==> src/rtl/pq_pkg.sv <==
package pq_pkg;
   localparam int BYTE_W = 8;

   // Field doubling of one byte with a chosen reduction constant
   function automatic logic [BYTE_W-1:0] gf_double_byte(
      input logic [BYTE_W-1:0] b,
      input logic [BYTE_W-1:0] poly
   );
      logic [BYTE_W-1:0] shifted;
      shifted = {b[BYTE_W-2:0], 1'b0};
      return b[BYTE_W-1] ? (shifted ^ poly) : shifted;
   endfunction
endpackage

==> src/rtl/pq_lane_double.sv <==
module pq_lane_double #(
   parameter int          LANES = 8,
   parameter logic [7:0]  POLY  = 8'h1d,
   localparam int         W     = LANES * pq_pkg::BYTE_W
) (
   input  logic [W-1:0] din,
   output logic [W-1:0] dout
);
   generate
      for (genvar ln = 0; ln < LANES; ln++) begin : g_lane
         assign dout[ln*pq_pkg::BYTE_W +: pq_pkg::BYTE_W] =
            pq_pkg::gf_double_byte(din[ln*pq_pkg::BYTE_W +: pq_pkg::BYTE_W], POLY);
      end
   endgenerate
endmodule

==> src/rtl/pq_accum.sv <==
module pq_accum #(
   parameter int          LANES = 8,
   parameter logic [7:0]  POLY  = 8'h1d,
   localparam int         W     = LANES * pq_pkg::BYTE_W
) (
   input  logic         clk,
   input  logic         rst,
   input  logic         absorb,
   input  logic         load_first,
   input  logic [W-1:0] din,
   output logic [W-1:0] p_acc,
   output logic [W-1:0] q_acc
);
   logic [W-1:0] q_dbl;

   pq_lane_double #(.LANES(LANES), .POLY(POLY)) u_dbl (
      .din  (q_acc),
      .dout (q_dbl)
   );

   always_ff @(posedge clk) begin
      if (rst) begin
         p_acc <= '0;
         q_acc <= '0;
      end else if (absorb) begin
         if (load_first) begin
            p_acc <= din;
            q_acc <= din;
         end else begin
            p_acc <= p_acc ^ din;
            q_acc <= q_dbl ^ din;
         end
      end
   end
endmodule

==> src/rtl/pq_stripe_ctrl.sv <==
module pq_stripe_ctrl (
   input  logic clk,
   input  logic rst,
   input  logic word_valid,
   input  logic word_last,
   input  logic res_take,
   output logic word_ready,
   output logic absorb,
   output logic load_first,
   output logic res_valid
);
   logic first_q;

   assign word_ready = ~res_valid;
   assign absorb     = word_valid & word_ready;
   assign load_first = first_q;

   always_ff @(posedge clk) begin
      if (rst) begin
         first_q   <= 1'b1;
         res_valid <= 1'b0;
      end else begin
         if (absorb) begin
            first_q <= word_last;
            if (word_last) res_valid <= 1'b1;
         end
         if (res_valid && res_take) res_valid <= 1'b0;
      end
   end
endmodule

==> src/rtl/pq_syndrome_engine.sv <==
module pq_syndrome_engine #(
   parameter int          MEMBERS = 16,
   parameter int          LANES   = 8,
   parameter logic [7:0]  POLY    = 8'h1d,
   localparam int         W       = LANES * pq_pkg::BYTE_W
) (
   input  logic         clk,
   input  logic         rst,
   input  logic         word_valid,
   output logic         word_ready,
   input  logic [W-1:0] word_data,
   input  logic         word_last,
   output logic         res_valid,
   input  logic         res_take,
   output logic [W-1:0] res_p,
   output logic [W-1:0] res_q
);
   generate
      if (MEMBERS < 4) begin : g_bad_members
         $error("MEMBERS must be at least 4");
      end
      if (LANES < 1) begin : g_bad_lanes
         $error("LANES must be at least 1");
      end
   endgenerate

   logic absorb;
   logic load_first;

   pq_stripe_ctrl u_ctrl (
      .clk        (clk),
      .rst        (rst),
      .word_valid (word_valid),
      .word_last  (word_last),
      .res_take   (res_take),
      .word_ready (word_ready),
      .absorb     (absorb),
      .load_first (load_first),
      .res_valid  (res_valid)
   );

   pq_accum #(.LANES(LANES), .POLY(POLY)) u_acc (
      .clk        (clk),
      .rst        (rst),
      .absorb     (absorb),
      .load_first (load_first),
      .din        (word_data),
      .p_acc      (res_p),
      .q_acc      (res_q)
   );
endmodule

==> config.mk <==
export PLATFORM = sky130hd
export DESIGN_NAME = pq_syndrome_engine
export DESIGN_NICKNAME = d
export VERILOG_FILES = /design/src/rtl/pq_pkg.sv /design/src/rtl/pq_lane_double.sv /design/src/rtl/pq_accum.sv /design/src/rtl/pq_stripe_ctrl.sv /design/src/rtl/pq_syndrome_engine.sv
export SDC_FILE = /design/constraint.sdc
export NUM_CORES = 1
export LEC_CHECK = 0
export ABC_AREA = 1
export BUFFER_PORTS_ARGS = -buffer_cell sky130_fd_sc_hd__buf_2
export CAP_MARGIN = 0
export CELL_PAD_IN_SITES_DETAIL_PLACEMENT = 1
export CELL_PAD_IN_SITES_GLOBAL_PLACEMENT = 1
export CORE_MARGIN = 2
export CORE_UTILIZATION = 38
export CTS_CLUSTER_SIZE = 25
export DETAILED_ROUTE_END_ITERATION = 8
export PLACE_DENSITY = 0.81
export SKIP_LAST_GASP = 1
export SYNTH_ARGS = -nofsm -noshare
export SYNTH_HDL_FRONTEND = slang
export SYNTH_HIERARCHICAL = 1
export SYNTH_SLANG_ARGS = --single-unit
export TNS_END_PERCENT = 10
==> constraint.sdc <==
create_clock -name clk -period 2.9 [get_ports clk]
set_input_delay 0.58 -clock clk [delete_from_list [all_inputs] [get_ports clk]]
set_output_delay 0.58 -clock clk [all_outputs]
set_load 0.02 [all_outputs]
==> flow_metrics.env, run 1 <==
export IMPL_result_of_the_run="completed"
export IMPL_hold_slack_final_ns=0.4236
export IMPL_clock_latency_ns=0.41
export IMPL_layout_worst_path_cycle_share=0.6302
export IMPL_port_buffers=198
export IMPL_power_density_nw_per_um2=599.6
export IMPL_finish_net_count=1313
export IMPL_max_clock_path_buffers=2
export IMPL_synth_cell_area_um2=6992
export IMPL_hold_violations=0
export IMPL_route_vias_total=7444
export IMPL_gpl_final_weighted_congestion=0.7561
export IMPL_synthesized_instance_count=1119
export IMPL_critical_path_startpoint_type="flop"
export IMPL_maxSlewHeadroom=0.5591
export IMPL_mappedNetlistNets=1188
export IMPL_postSynthAreaPerCell_um2=6.248
export IMPL_synth_seq_area_share=0.3722
export IMPL_layout_drive_gt1_share=0.2002
export IMPL_antenna_violating_nets_post_route=0
export IMPL_cp_end_kind="flop"
export IMPL_crit_end="u_acc/q_acc[3]"
export IMPL_static_leakage_power_nw=4.268
export IMPL_post_drt_wl_per_cell_um=14.58
export IMPL_coreArea_um2=18020
export IMPL_setup_reg_to_reg_worst_slack_ns=1.07
export IMPL_die_area_um2=19500
export IMPL_vdd_ir_drop_worst_mv=0.3881
export IMPL_finalWirelength_mm=21.63
export IMPL_gr_usage_all_layers=0.2201
export IMPL_largest_fanout_on_the_critical_path=37
export IMPL_row_count=49
export IMPL_worst_r2r_path_depth=6
export IMPL_path_class="reg -> reg"
export IMPL_postLayoutCoreUtil=0.4592
export IMPL_antenna_found_initial=0
export IMPL_timing_hold_worst_class="in -> reg"
export IMPL_drc=0
export IMPL_post_cts_hold_buffer_count=0
export IMPL_post_route_min_period_ns=1.828
export IMPL_cts_resized_gates=0
export IMPL_critical_path_reg2reg_startpoint="u_ctrl/load_first"
export IMPL_reg2reg_to="u_acc/q_acc[3]"
export IMPL_detail_route_first_pass_iterations=4
export IMPL_die_width_um=139.6
export IMPL_cts_num_sinks=130
export IMPL_fmax_mhz=547.2
export IMPL_grt_setup_unrepaired="no"
export IMPL_synth_lib_cells_used_distinct=19
export IMPL_grt_overflow=0
export IMPL_vias_per_cell=5.020
export IMPL_initial_utilization=0.3879
export IMPL_actual_transition_at_the_worst_max_transition_pin_ns=0.6613
export IMPL_h_tree_depth=4
export IMPL_fin_skew_ns=0.008360
export IMPL_place_hpwl_mm=14.90
export IMPL_post_cts_repair_setup_buffers=0
export IMPL_setup_violators_final=0
export IMPL_slew_viol_final=0
export IMPL_final_seq_area_um2=2603
export IMPL_tritoncts_num_buffers=17
export IMPL_grt_pass1_wl_mm=35.58
export IMPL_yosysWarningCount=6
export IMPL_boundaryPins=199
export IMPL_cts_tree="built"
export IMPL_clock_tree_root_cell="sky130_fd_sc_hd__clkbuf_16"
export IMPL_die_height_um=139.6
export IMPL_ys_seq_elements=130
export IMPL_required_ns=3.17
export IMPL_insertedDiodeCount=0
export IMPL_register_clock_pin_slew_on_the_reported_worst_setup_and_hold_paths_ns=0.06
export IMPL_critical_path_arrival_ns=2.09
export IMPL_drv_max_cap_violation_count=0
export IMPL_nFillCells=2501
export IMPL_area_growth_synth_to_final_pct=18.38
export IMPL_drt_first_iter_violations=316
export IMPL_grt_max_degree=71
export IMPL_totalNegativeSetupSlack_ns=0
export IMPL_setup_crit_start="u_ctrl/load_first"
export IMPL_multi_input_comb_area_um2=3368
export IMPL_grt_pass1_vias=7340
registers in the layout, summed over array words and instances, names as in the netlist:
signal             count
u_acc/q_acc           64
u_ctrl/res_valid       1
u_ctrl/load_first      1
u_acc/p_acc           64
kinds of logic (layout without fill, tap and decap cells):
family	Yosys count	count (layout)	synth area share
buffers and inverters	204	339	0.1460
flip-flops	130	130	0.3722
AO/OA/AOI/OAI	193	193	0.1382
AND/OR/NAND/NOR	592	592	0.3436
through the flow:
| step | instance area, um2 | worst slack [ns] | cells | power [mW] |
|---|---|---|---|---|
| final | 8277 | 1.072 | 1483 | 4.963 |
| after global routing | 8277 | 0.8536 | 1483 | 5.223 |
| after CTS | 8277 | 1.077 | 1483 | 5.022 |
| after detailed placement | 7775 | 0.9142 | 1454 | 3.111 |
| after global placement | 7775 | 1.002 | 1454 | 3.070 |
| after floorplan | 6992 | 1.378 | 1119 | 2.816 |
final cells by class:
cell class                 count  share of cell area
multi-input combinational    785              0.4070
sequential                   130              0.3144
timing repair buffer         208              0.1364
clock buffer                  22             0.05608
inverter                     102             0.04701
tap                          229             0.03462
clock inverter                 7            0.004535
worst max-delay path: stages, from the launching register on:
cell and delay (ns):
sky130_fd_sc_hd__dfxtp_1 0.42, sky130_fd_sc_hd__clkinv_2 0.50, sky130_fd_sc_hd__buf_4 0.46, sky130_fd_sc_hd__nand2_1 0.11, sky130_fd_sc_hd__nand2_1 0.05, sky130_fd_sc_hd__nand2_1 0.06
sky130_fd_sc_hd__a21oi_1 0.06
where the power goes:
part	internal (mW)	switching, mW
Combinational	0.317	0.696
Sequential	1.93	0.131
Clock	1.11	0.776
cells in the final DEF (no fill, tap or decap), types with 17 or more instances in the layout:
cell type / count
sky130_fd_sc_hd__nand2_1: 394
sky130_fd_sc_hd__buf_2: 198
sky130_fd_sc_hd__dfxtp_1: 130
sky130_fd_sc_hd__o21ai_0: 118
sky130_fd_sc_hd__inv_1: 89
sky130_fd_sc_hd__nor2_1: 65
sky130_fd_sc_hd__nand3_1: 65
sky130_fd_sc_hd__a21oi_1: 65
sky130_fd_sc_hd__nor3_1: 64
sky130_fd_sc_hd__clkbuf_16: 17
synthesized netlist by cell type (all sizes together):
library cell	count	area [um2]
inv	102	382.9
buf	75	534.3
nand2	397	1503
nor3	64	320.3
clkbuf	27	103.9
dfxtp	130	2603
a21oi	65	325.3
nor2	65	244.0
o21ai	128	640.6
nand3	66	335.3
worst min-delay path by stage:
stage	from	endpoint	slack, ns	depth (start not counted)
2_1_floorplan	u_ctrl/load_first	u_ctrl/load_first	0.51	2
3_3_place_gp	u_acc/p_acc[47]	u_acc/p_acc[47]	0.51	3
3_5_place_dp	u_acc/p_acc[20]	u_acc/p_acc[20]	0.52	3
4_1_cts	res_take	u_ctrl/res_valid	0.40	4
5_1_grt	res_take	u_ctrl/res_valid	0.42	4
6_report	res_take	u_ctrl/res_valid	0.42	4
per-layer routing:
metal	wire [um]	share of wire	vias up	track usage
li1	-	-	3760	-
met1	10060	0.47	3513	0.2781
met2	10320	0.48	160	0.3800
met3	1052	0.049	11	0.05437
met4	189	0.0087	0	0.05053
met5	0	0	-	0
(Power assumes the default switching activity.)
==> inputs of run 2 (changes only) <==
Settings changed: ABC_AREA 1 to 0, CORE_UTILIZATION 38 to 37, PLACE_DENSITY 0.81 to 0.74.
Clock period 2.9 ns to 1.6 ns, I/O delays scaled along.
==> run 2 against run 1 <==
  * Wire length fell by 0.50%
  * Highest routed layer unchanged
  * Worst hold slack worse by 0.25 ns
  * Register-to-register slack got worse by 0.95 ns
  * Largest cell class unchanged
  * Clock-buffer cell count down 3
  * Die area is 20% higher
  * Critical path depth shrank 5
  * Sequential share of layout area fell by 5.1 points
  * Clock power rose by 110%
==> flow_metrics.env, run 2 <==
export IMPL_result_of_the_run="completed"
export IMPL_post_cts_repair_setup_buffers=0
export IMPL_critical_path_startpoint_type="flop"
export IMPL_cts_tree="built"
export IMPL_slew_viol_final=0
export IMPL_register_clock_pin_slew_on_the_reported_worst_setup_and_hold_paths_ns=0.06
export IMPL_highest_signal_layer="met4"
export IMPL_mappedNetlistNets=995
export IMPL_coreArea_um2=21820
export IMPL_actual_transition_at_the_worst_max_transition_pin_ns=0.4315
export IMPL_detail_route_first_pass_iterations=4
export IMPL_grt_setup_unrepaired="no"
export IMPL_synth_seq_area_share=0.3168
export IMPL_cell_by_cell_listing_of_the_critical_path="buf_2"
export IMPL_cts_resized_gates=0
export IMPL_die_height_um=153.0
export IMPL_finalWirelength_mm=21.52
export IMPL_cp_end_kind="output port"
export IMPL_ys_seq_elements=130
export IMPL_layout_worst_path_cycle_share=0.9378
export IMPL_initial_utilization=0.3764
export IMPL_synth_async_reset_ratio=0
export IMPL_h_tree_depth=4
export IMPL_grt_pass1_vias=7112
export IMPL_layout_common_cells="197 x sky130_fd_sc_hd__buf_2, 129 x sky130_fd_sc_hd__dfxtp_1, 128 x sky130_fd_sc_hd__nor2b_1, 128 x sky130_fd_sc_hd__nand2b_1, 64 x sky130_fd_sc_hd__and4b_1"
export IMPL_tritoncts_num_buffers=17
export IMPL_vias_per_cell=5.283
export IMPL_fin_skew_ns=0.01332
export IMPL_min_path_cells=3
export IMPL_vdd_ir_drop_worst_mv=0.5381
export IMPL_synth_area_top_cells="sky130_fd_sc_hd__dfxtp_1 32%, sky130_fd_sc_hd__nand2b_1 9.7%, sky130_fd_sc_hd__nor2b_1 9.7%, sky130_fd_sc_hd__and4b_1 7.8%, sky130_fd_sc_hd__o32ai_1 6.7%"
export IMPL_post_synth_top_count_cell="sky130_fd_sc_hd__dfxtp_1"
export IMPL_commonest_cells_post_synth="130 x sky130_fd_sc_hd__dfxtp_1, 128 x sky130_fd_sc_hd__nand2b_1, 128 x sky130_fd_sc_hd__nor2b_1"
export IMPL_synth_area_leader="sky130_fd_sc_hd__dfxtp_1"
export IMPL_synthesized_instance_count=926
export IMPL_route_vias_total=7085
export IMPL_route_layer_met1_wl_mm=10.18
export IMPL_largest_fanout_on_the_critical_path=7
export IMPL_pwr_total_mw=9.856
export IMPL_setup_reg_to_reg_worst_slack_ns=0.12
export IMPL_worst_r2r_path_depth=5
export IMPL_worst_path_dominant_cell_family="flip-flops"
export IMPL_timing_hold_worst_class="in -> reg"
export IMPL_synth_cell_area_um2=8215
export IMPL_cts_num_sinks=130
export IMPL_critical_path_arrival_ns=1.18
export IMPL_layout_drive_gt1_share=0.2764
export IMPL_port_buffers=198
export IMPL_post_drt_wl_per_cell_um=16.04
export IMPL_synth_main_ff_cell="sky130_fd_sc_hd__dfxtp_1"
export IMPL_area_growth_synth_to_final_pct=20.45
export IMPL_met3_wirelength_um=923
export IMPL_required_ns=1.28
export IMPL_mostFrequentLayoutCell="sky130_fd_sc_hd__buf_2"
export IMPL_die_area_um2=23410
export IMPL_antenna_found_initial=1
export IMPL_synth_edf_count=0
export IMPL_postLayoutCoreUtil=0.4534
export IMPL_path_class="reg -> out"
export IMPL_postSynthAreaPerCell_um2=8.872
export IMPL_yosysWarningCount=6
export IMPL_maxSlewHeadroom=0.7123
export IMPL_static_leakage_power_nw=4.200
export IMPL_drc=0
export IMPL_fmax_mhz=666.4
export IMPL_antenna_violating_nets_post_route=0
export IMPL_post_route_min_period_ns=1.501
export IMPL_nFillCells=2572
export IMPL_post_cts_hold_buffer_count=0
export IMPL_critPathSlowestCell="sky130_fd_sc_hd__dfxtp_1"
export IMPL_grt_pass1_wl_mm=36.09
export IMPL_synth_lib_cells_used_distinct=24
export IMPL_preCtsSetupSlack_ns=0.03129
export IMPL_max_clock_path_buffers=2
export IMPL_hold_violations=0
export IMPL_critPathMaxStageDelay_ns=0.53
export IMPL_drt_first_iter_violations=291
export IMPL_clock_tree_root_cell="sky130_fd_sc_hd__clkbuf_16"
export IMPL_clock_latency_ns=0.42
export IMPL_largestRegisters="u_acc/p_acc: 64 flops, u_acc/q_acc: 64 flops"
export IMPL_hold_slack_final_ns=0.1713
export IMPL_cp_num_buf_inv=1
export IMPL_met2RoutedLength_mm=10.18
export IMPL_synth_largest_type_area_fraction=0.3168
export IMPL_grt_overflow=0
export IMPL_grt_max_degree=98
export IMPL_finish_net_count=1116
export IMPL_drv_max_cap_violation_count=0
export IMPL_power_density_nw_per_um2=995.9
export IMPL_place_hpwl_mm=14.88
export IMPL_setup_violators_final=0
export IMPL_gpl_final_weighted_congestion=0.7421
export IMPL_cp_num_cells=1
export IMPL_gr_usage_all_layers=0.1826
export IMPL_boundaryPins=199
export IMPL_layout_setup_ws_ns=0.09949
export IMPL_totalNegativeSetupSlack_ns=0
export IMPL_die_width_um=153.0
export IMPL_row_count=54
run 2: cell count changes in the layout (fill, tap and decap cells not counted), sizes merged, moves of 66 or more:
cell    change
nand2     -334
nand2b    +128
inv        -95
nand3      -66
o21ai     -127
nor2b     +129
run 2: final timing paths:
check / to / from
min: u_ctrl/res_valid / res_take
max: res_q[15] / u_acc/q_acc[15]
min reg2reg: u_acc/p_acc[24] / u_acc/p_acc[24]
max reg2reg: u_acc/p_acc[57] / u_ctrl/res_valid
run 2: final cells by class:
type,instances,area [um2],area share
clock buffer,19,432.9,0.04375
timing repair buffer,226,1416,0.1431
inverter,4,15.01,0.001517
antenna,1,2.502,0.0002529
sequential,130,2606,0.2634
clock inverter,13,162.7,0.01644
multi-input combinational,668,4910,0.4961
tap,280,350.3,0.03540
run 2: tightest hold or removal path, cell delays in order:
cell and delay, ns:
sky130_fd_sc_hd__buf_2 0.07, sky130_fd_sc_hd__nand2b_1 0.10, sky130_fd_sc_hd__a21oi_2 0.05
run 2: metrics by stage:
step / instances / instance area, um2
floorplan: 926 / 8215
global placement: 1308 / 9298
detailed placement: 1308 / 9298
CTS: 1340 / 9893
global route: 1340 / 9893
finish: 1341 / 9896
run 2: logic make-up after synthesis:
family	count (synthesis)	synth area share
simple gates	386	0.3057
compound gates	257	0.2644
flops	130	0.3168
buf+inv	128	0.08620
xor+xnor	24	0.02559
mux	1	0.001371
run 2: routing by layer:
layer | vias to the layer above | track usage
li1 | 3510 | -
met1 | 3427 | 0.2390
met2 | 130 | 0.3058
met3 | 18 | 0.03856
met4 | 0 | 0.04938
met5 | - | 0
run 2: power breakdown:
group / switching, mW / internal, mW / leakage [nW]
Sequential: 0.259 / 3.50 / 1.08
Clock: 1.55 / 2.45 / 0.283
Combinational: 1.19 / 0.907 / 2.84
Total: 3.00 / 6.86 / 4.20
